### config.mk
export PLATFORM = sky130hd
export DESIGN_NAME = irq_vector_ctrl
export DESIGN_NICKNAME = d
export VERILOG_FILES = /design/src/rtl/irqv_pkg.sv /design/src/rtl/irqv_tick_gen.sv /design/src/rtl/irqv_edge_detect.sv /design/src/rtl/irqv_pending_arb.sv /design/src/rtl/irq_vector_ctrl.sv
export SDC_FILE = /design/constraint.sdc
export NUM_CORES = 1
export LEC_CHECK = 0
export ABC_AREA = 1
export BUFFER_PORTS_ARGS = -buffer_cell sky130_fd_sc_hd__buf_2
export CAP_MARGIN = 5
export CELL_PAD_IN_SITES_DETAIL_PLACEMENT = 1
export CELL_PAD_IN_SITES_GLOBAL_PLACEMENT = 2
export CORE_ASPECT_RATIO = 1.75
export CORE_MARGIN = 2
export CORE_UTILIZATION = 31
export CTS_CLUSTER_SIZE = 24
export DETAILED_ROUTE_END_ITERATION = 10
export GPL_TIMING_DRIVEN = 0
export PLACE_DENSITY_LB_ADDON = 0.1
export SETUP_SLACK_MARGIN = 0.3
export SYNTH_ARGS = -nofsm -noshare
export SYNTH_HDL_FRONTEND = slang
export SYNTH_SLANG_ARGS = --single-unit
### constraint.sdc
create_clock -name clk -period 2.7 [get_ports clk]
set_clock_uncertainty 0.05 [all_clocks]
set_input_delay 0.54 -clock clk [delete_from_list [all_inputs] [get_ports clk]]
set_output_delay 0.54 -clock clk [all_outputs]
set_load 0.02 [all_outputs]
### src/rtl/irqv_pkg.sv
// Shared definitions for the vectored interrupt controller.
// Assumes vectors are 2 bytes apart, starting at program address zero.
package irqv_pkg;
    localparam int NUM_SLOTS = 8;
    localparam int SLOT_W    = $clog2(NUM_SLOTS);
    localparam int VEC_W     = 16;

    localparam int SLOT_FAST = 1;
    localparam int SLOT_SLOW = 2;
    localparam int SLOT_EP0  = 3;
    localparam int SLOT_EP1  = 4;
    localparam int SLOT_GPIO = 6;
    localparam int SLOT_EXT  = 7;

    // Slots that can hold a pending request (0 is reset, 5 reserved).
    localparam logic [NUM_SLOTS-1:0] SLOT_USED = 8'b1101_1110;

    typedef logic [NUM_SLOTS-1:0] slot_vec_t;

    // Program address of a slot's vector: two bytes per slot.
    function automatic logic [VEC_W-1:0] slot_addr(input logic [SLOT_W-1:0] s);
        slot_addr = VEC_W'({s, 1'b0});
    endfunction
endpackage

### src/rtl/irqv_tick_gen.sv
// Periodic tick source: a fast tick every FAST_DIV cycles and a slow tick
// on every SLOW_RATIO-th fast tick. Ticks are one-cycle pulses.
// Assumes FAST_DIV >= 2 and SLOW_RATIO >= 1.
module irqv_tick_gen #(
    parameter int FAST_DIV   = 1536,
    parameter int SLOW_RATIO = 8
) (
    input  logic clk,
    input  logic rst_n,
    output logic tick_fast_o,
    output logic tick_slow_o
);
    localparam int FW = (FAST_DIV   > 1) ? $clog2(FAST_DIV)   : 1;
    localparam int SW = (SLOW_RATIO > 1) ? $clog2(SLOW_RATIO) : 1;
    localparam logic [FW-1:0] FAST_LAST = FW'(FAST_DIV - 1);
    localparam logic [SW-1:0] SLOW_LAST = SW'(SLOW_RATIO - 1);

    logic [FW-1:0] fast_cnt;
    logic [SW-1:0] slow_cnt;

    assign tick_fast_o = (fast_cnt == FAST_LAST);
    assign tick_slow_o = tick_fast_o && (slow_cnt == SLOW_LAST);

    // Core-clock divider for the fast tick.
    always_ff @(posedge clk) begin
        if (!rst_n)           fast_cnt <= '0;
        else if (tick_fast_o) fast_cnt <= '0;
        else                  fast_cnt <= fast_cnt + 1'b1;
    end

    // Counts fast ticks to form the slow tick.
    always_ff @(posedge clk) begin
        if (!rst_n)           slow_cnt <= '0;
        else if (tick_slow_o) slow_cnt <= '0;
        else if (tick_fast_o) slow_cnt <= slow_cnt + 1'b1;
    end
endmodule

### src/rtl/irqv_edge_detect.sv
// Per-bit two-flop synchronizer followed by an edge detector with a
// selectable polarity (1 rising, 0 falling) and an enable per bit.
// Assumes inputs are asynchronous levels; edges are one-cycle pulses.
module irqv_edge_detect #(
    parameter int WIDTH = 16
) (
    input  logic             clk,
    input  logic             rst_n,
    input  logic [WIDTH-1:0] level_i,
    input  logic [WIDTH-1:0] en_i,
    input  logic [WIDTH-1:0] pol_i,
    output logic [WIDTH-1:0] edge_o
);
    for (genvar g = 0; g < WIDTH; g++) begin : g_bit
        logic meta_q, sync_q, prev_q;

        // Synchronize the raw level and keep its previous value.
        always_ff @(posedge clk) begin
            if (!rst_n) begin
                meta_q <= 1'b0;
                sync_q <= 1'b0;
                prev_q <= 1'b0;
            end else begin
                meta_q <= level_i[g];
                sync_q <= meta_q;
                prev_q <= sync_q;
            end
        end

        // Select the qualifying transition for this bit.
        always_comb begin
            if (pol_i[g]) edge_o[g] = en_i[g] & sync_q & ~prev_q;
            else          edge_o[g] = en_i[g] & ~sync_q & prev_q;
        end
    end
endmodule

### src/rtl/irqv_pending_arb.sv
// Pending flags for every vector slot, a lowest-slot-first arbiter and the
// acknowledge path. A set in the same cycle as a clear keeps the flag.
// Assumes set pulses come from synchronous logic.
module irqv_pending_arb
    import irqv_pkg::*;
(
    input  logic             clk,
    input  logic             rst_n,
    input  slot_vec_t        set_i,
    input  logic             gie_i,
    input  logic             ack_i,
    output logic             irq_o,
    output logic             take_o,
    output logic [VEC_W-1:0] vector_o
);
    slot_vec_t         pend_q;
    slot_vec_t         win;
    slot_vec_t         clr;
    logic [SLOT_W-1:0] win_idx;

    for (genvar s = 0; s < NUM_SLOTS; s++) begin : g_slot
        if (SLOT_USED[s]) begin : g_used
            // Latch the event, release on acknowledge of this slot.
            always_ff @(posedge clk) begin
                if (!rst_n)        pend_q[s] <= 1'b0;
                else if (set_i[s]) pend_q[s] <= 1'b1;
                else if (clr[s])   pend_q[s] <= 1'b0;
            end
        end else begin : g_unused
            assign pend_q[s] = 1'b0;
        end
    end

    // Isolate the lowest pending slot and encode it.
    always_comb begin
        win     = pend_q & (~pend_q + 1'b1);
        win_idx = '0;
        for (int i = NUM_SLOTS - 1; i >= 0; i--) begin
            if (pend_q[i]) win_idx = SLOT_W'(i);
        end
    end

    // Request, vector and acknowledge qualification.
    always_comb begin
        irq_o    = gie_i && (|pend_q);
        take_o   = ack_i && irq_o;
        clr      = take_o ? win : '0;
        vector_o = irq_o ? slot_addr(win_idx) : '0;
    end
endmodule

### src/rtl/irq_vector_ctrl.sv
// Top of the vectored interrupt controller: tick generation, pin and
// external-pin edge capture, global enable and pending arbitration.
// Assumes a single core clock; ack_i is a one-cycle pulse from the core.
module irq_vector_ctrl
    import irqv_pkg::*;
#(
    parameter int FAST_DIV   = 1536,
    parameter int SLOW_RATIO = 8,
    parameter int PIN_W      = 16
) (
    input  logic             clk,
    input  logic             rst_n,
    input  logic [PIN_W-1:0] pins_i,
    input  logic [PIN_W-1:0] pin_en_i,
    input  logic [PIN_W-1:0] pin_pol_i,
    input  logic             ext_pin_i,
    input  logic             ep0_evt_i,
    input  logic             ep1_evt_i,
    input  logic             gie_wr_i,
    input  logic             gie_wdata_i,
    input  logic             ack_i,
    output logic             irq_o,
    output logic [VEC_W-1:0] vector_o
);
    logic             tick_fast;
    logic             tick_slow;
    logic [PIN_W-1:0] gpio_edge;
    logic [0:0]       ext_edge;
    slot_vec_t        set_vec;
    logic             gie_q;
    logic             take;

    irqv_tick_gen #(
        .FAST_DIV  (FAST_DIV),
        .SLOW_RATIO(SLOW_RATIO)
    ) u_ticks (
        .clk        (clk),
        .rst_n      (rst_n),
        .tick_fast_o(tick_fast),
        .tick_slow_o(tick_slow)
    );

    irqv_edge_detect #(.WIDTH(PIN_W)) u_gpio_edge (
        .clk    (clk),
        .rst_n  (rst_n),
        .level_i(pins_i),
        .en_i   (pin_en_i),
        .pol_i  (pin_pol_i),
        .edge_o (gpio_edge)
    );

    irqv_edge_detect #(.WIDTH(1)) u_ext_edge (
        .clk    (clk),
        .rst_n  (rst_n),
        .level_i(ext_pin_i),
        .en_i   (1'b1),
        .pol_i  (1'b1),
        .edge_o (ext_edge)
    );

    // Route every event onto its vector slot.
    always_comb begin
        set_vec            = '0;
        set_vec[SLOT_FAST] = tick_fast;
        set_vec[SLOT_SLOW] = tick_slow;
        set_vec[SLOT_EP0]  = ep0_evt_i;
        set_vec[SLOT_EP1]  = ep1_evt_i;
        set_vec[SLOT_GPIO] = |gpio_edge;
        set_vec[SLOT_EXT]  = ext_edge[0];
    end

    // Global enable: a taken interrupt clears it ahead of any write.
    always_ff @(posedge clk) begin
        if (!rst_n)        gie_q <= 1'b0;
        else if (take)     gie_q <= 1'b0;
        else if (gie_wr_i) gie_q <= gie_wdata_i;
    end

    irqv_pending_arb u_arb (
        .clk     (clk),
        .rst_n   (rst_n),
        .set_i   (set_vec),
        .gie_i   (gie_q),
        .ack_i   (ack_i),
        .irq_o   (irq_o),
        .take_o  (take),
        .vector_o(vector_o)
    );
endmodule

==> implementation parameters <==
Parameter                              Value

Status
  Result of the run    finished, final reports clean

Power
  Portion of total power attributed to the clock network    0.515
  Internal power of the cells    0.00213 W
  Max rail drop VDD    0.346 mV
  Part of the power in combinational logic    0.069
  Power per cell area    709 nW/um^2
  Static leakage power    2.05 nW
  Net switching power of the design    0.000566 W
  Switching share of power    0.210
  Share of total power in sequential cells    0.417

Critical path
  Buffers and inverters on the worst path    1
  Class of the most critical setup path    register to primary output
  R2R Setup Slk    1.11 ns
  Peak fanout along the critical path    4
  Critical R2R Launch    u_ticks.fast_cnt[0]
  Library cell appearing most often on the critical path    sky130_fd_sc_hd__nand2_1
  Top delay family on crit path    simple AND/OR/NAND/NOR gates
  CP startpoint    u_arb.pend_q[1]
  Standard cell with the maximum stage delay on the critical path    sky130_fd_sc_hd__dfxtp_1
  Highest cell delay on the worst timing path    0.34 ns
  Worst path cell trace    nor2_2 -> nand2_1 -> nor2_1 -> nand2_1 -> nand2_2 -> nor3_1 -> buf_2
  Sort of element at the start of the critical path    register
  Endpoint required time on the critical path    2.11 ns
  Nature of the critical path endpoint    primary output
  Reg2Reg Capture Point    u_ticks.fast_cnt[2]
  Worst path arrival time    1.46 ns
  Reg2Reg Depth    10

Timing
  Final setup violation count    0
  Final-report hold violation count    0
  Maximum clock rate    0.488 GHz
  Post-route clock period utilization    0.759
  Min Hold Slack    0.340 ns
  Setup TNS    0 ns
  RSZ-0062 raised after global routing    false
  Slew Viols, Final    0
  Tmin final    2.05 ns

Synth
  Area contributors post-synth    sky130_fd_sc_hd__dfxtp_1 (49%), sky130_fd_sc_hd__inv_1 (13%), sky130_fd_sc_hd__nand2_1 (11%)
  Cell type with the largest total area after synthesis    sky130_fd_sc_hd__dfxtp_1
  Share of the synthesized area in the top cell type    0.487
  Number of instances in the synthesized netlist    400
  Synthesis-stage register bit count    72
  Mapped Area    2960 sq um
  Syn avg cell area    7.40 sq um
  Syn. warnings    0
  Sequential element share of the synthesized area    0.487
  Number of unique standard cell types used by synthesis    30

Layout
  Post-Layout Inst Area    3810 sq um
  Number of cells in the finished layout apart from fillers    609
  Antenna diode count    0
  Area growth from synthesis to layout    28.7%
  Ratio of cells with drive above 1 in the final layout    0.211
  Fill count    1189
  Final Util    0.407
  Final Net Count    541

CTS
  Worst-path clk slew    0.06 ns
  Cell chosen for the clock root    sky130_fd_sc_hd__clkbuf_16
  Number of gates given a new drive strength after cts    0
  Clock buffers created by TritonCTS    9
  TritonCTS clock tree    yes
  Bufs on Longest Clock Path    2
  Number of levels the H-tree was split into    3
  Hold-fix buffers at CTS    0
  Number of setup buffers added after CTS    0
  Number of clock sinks    72
  Insertion delay to the later sink of the worst-skew pair    0.33 ns

Worst hold path
  Start point of the worst min-delay path    pins_i[8]
  End point of the most critical hold path    u_gpio_edge.g_bit[8].meta_q
  Path class of the lowest-slack min-delay path    input pin to register
  Number of cells on the worst hold path    3

Die
  Initial Utilization    0.317
  Vertical extent of the die    133 um
  Total number of placement rows    47
  Die outline width    77.9 um
  Ports    73
  Core area    9350 sq um
  Die area    10400 sq um

Placed design
  Weighted congestion reported at the end of routability-driven placement    0.743
  Placed standard-cell area    3450 sq um
  Port-buffer cells    59
  Estimated wirelength of the detail-placed design    5.21 mm
  Cell Count Post-Placement    593

Global routing
  First-pass GRT wire length    11.2 mm
  Global-route congestion overflow total    0
  Pin count of the biggest net entering global routing    13
  Global-route usage over all layers    0.138
  Vias in the first global route    2700
  Antenna violations before repair    0

Routing
  Detailed-route DRC error count    0
  Vias    2623
  DRT antenna net count    0
  Length of the first detailed-routing pass in iterations    4
  Wire length after detailed routing    6.55 mm
  Via-per-instance ratio    4.31
  Detailed Route Iter0 Violations    44
  Average wire per standard cell    10.8 um

Flow run
  Max-cap violation count    0
## layout make-up
class,count,area (sq um),area share
sequential,72,1440,0.378
clock buffer,11,253,0.0664
tap,122,153,0.0401
buffer,19,123,0.0322
multi-input combinational,216,1050,0.275
clock inverter,5,103,0.0269
inverter,105,394,0.103
timing repair buffer,59,295,0.0775
## worst max-delay path by stage
stage,cells past startpoint,to,slack (ns)
global route,7,vector_o[2],0.50
CTS,7,vector_o[2],0.62
detailed placement,7,vector_o[2],0.99
finish,7,vector_o[2],0.65
floorplan,6,vector_o[2],0.94
global placement,7,vector_o[2],1.01
## power groups by stage
stage	logic, W	registers (W)	clock network (W)
global placement	0.000183	0.00115	0
CTS	0.000190	0.00113	0.00143
finish	0.000185	0.00113	0.00139
floorplan	0.000115	0.00114	0
detailed placement	0.000189	0.00115	0
global route	0.000214	0.00113	0.00148
## worst reg2reg max path: stages, from the launching register on
cell and delay [ns]:
sky130_fd_sc_hd__dfxtp_1 0.37, sky130_fd_sc_hd__ha_1 0.19, sky130_fd_sc_hd__nand2_1 0.09, sky130_fd_sc_hd__nor2_1 0.10, sky130_fd_sc_hd__nand2_1 0.08, sky130_fd_sc_hd__inv_2 0.08, sky130_fd_sc_hd__nand3_2 0.09, sky130_fd_sc_hd__inv_2 0.15
sky130_fd_sc_hd__nand2_4 0.09, sky130_fd_sc_hd__nand2_4 0.15, sky130_fd_sc_hd__nor3b_1 0.06
## synth_stat cells, drive strengths merged
library cell and number:
or2 2, xnor2 1, nand3 21, nor3b 1
nor3 4, a21oi 11, xor2 2, dfxtp 72
ha 3, o21ai 16, nand3b 2, nand4 20
inv 105, nor2 28, o21bai 2, a211oi 2
buf 19, conb 1, nand2 88
## metal layers
layer,routed length [um],up-vias,global-route usage
met5,0,-,0
met4,133,0,0.0595
met3,269,8,0.0400
met2,3770,41,0.271
met1,2380,1230,0.127
li1,-,1344,-
## stage by stage
| step | setup WS, ns | total power, W |
|---|---|---|
| 6_report | 0.651 | 0.00270 |
| 5_1_grt | 0.501 | 0.00283 |
| 4_1_cts | 0.625 | 0.00274 |
| 3_5_place_dp | 0.985 | 0.00134 |
| 3_3_place_gp | 1.01 | 0.00133 |
| 2_1_floorplan | 0.936 | 0.00126 |
## logic make-up (layout without fill, tap and decap cells)
kind of cell | count (synthesis) | count (layout) | share of synthesized area
xor+xnor | 3 | 3 | 0.00888
buf+inv | 124 | 199 | 0.175
fa+ha+maj | 3 | 3 | 0.0127
other cells | 1 | 13 | 0.00127
compound gates | 31 | 31 | 0.0571
flops | 72 | 72 | 0.487
simple gates | 166 | 166 | 0.259
## state kept, by name, indices dropped and copies added (netlist names)
register,cells
u_gpio_edge.g_bit.meta_q,16
u_ticks.slow_cnt,3
u_ext_edge.g_bit.meta_q,1
u_gpio_edge.g_bit.prev_q,16
u_arb.pend_q,6
gie_q,1
u_gpio_edge.g_bit.sync_q,16
u_ticks.fast_cnt,11
u_ext_edge.g_bit.sync_q,1
u_ext_edge.g_bit.prev_q,1
## layout by cell type, fill, tap and decap left out, types with 13 or more instances in the layout
cell type / instances
sky130_fd_sc_hd__buf_2: 61
sky130_fd_sc_hd__nand3_1: 19
sky130_fd_sc_hd__o21ai_0: 16
sky130_fd_sc_hd__inv_1: 103
sky130_fd_sc_hd__buf_4: 13
sky130_fd_sc_hd__conb_1: 13
sky130_fd_sc_hd__nand2_1: 85
sky130_fd_sc_hd__dfxtp_1: 72
sky130_fd_sc_hd__nand4_1: 20
sky130_fd_sc_hd__nor2_1: 25
Power figures use the tool's default switching activity.
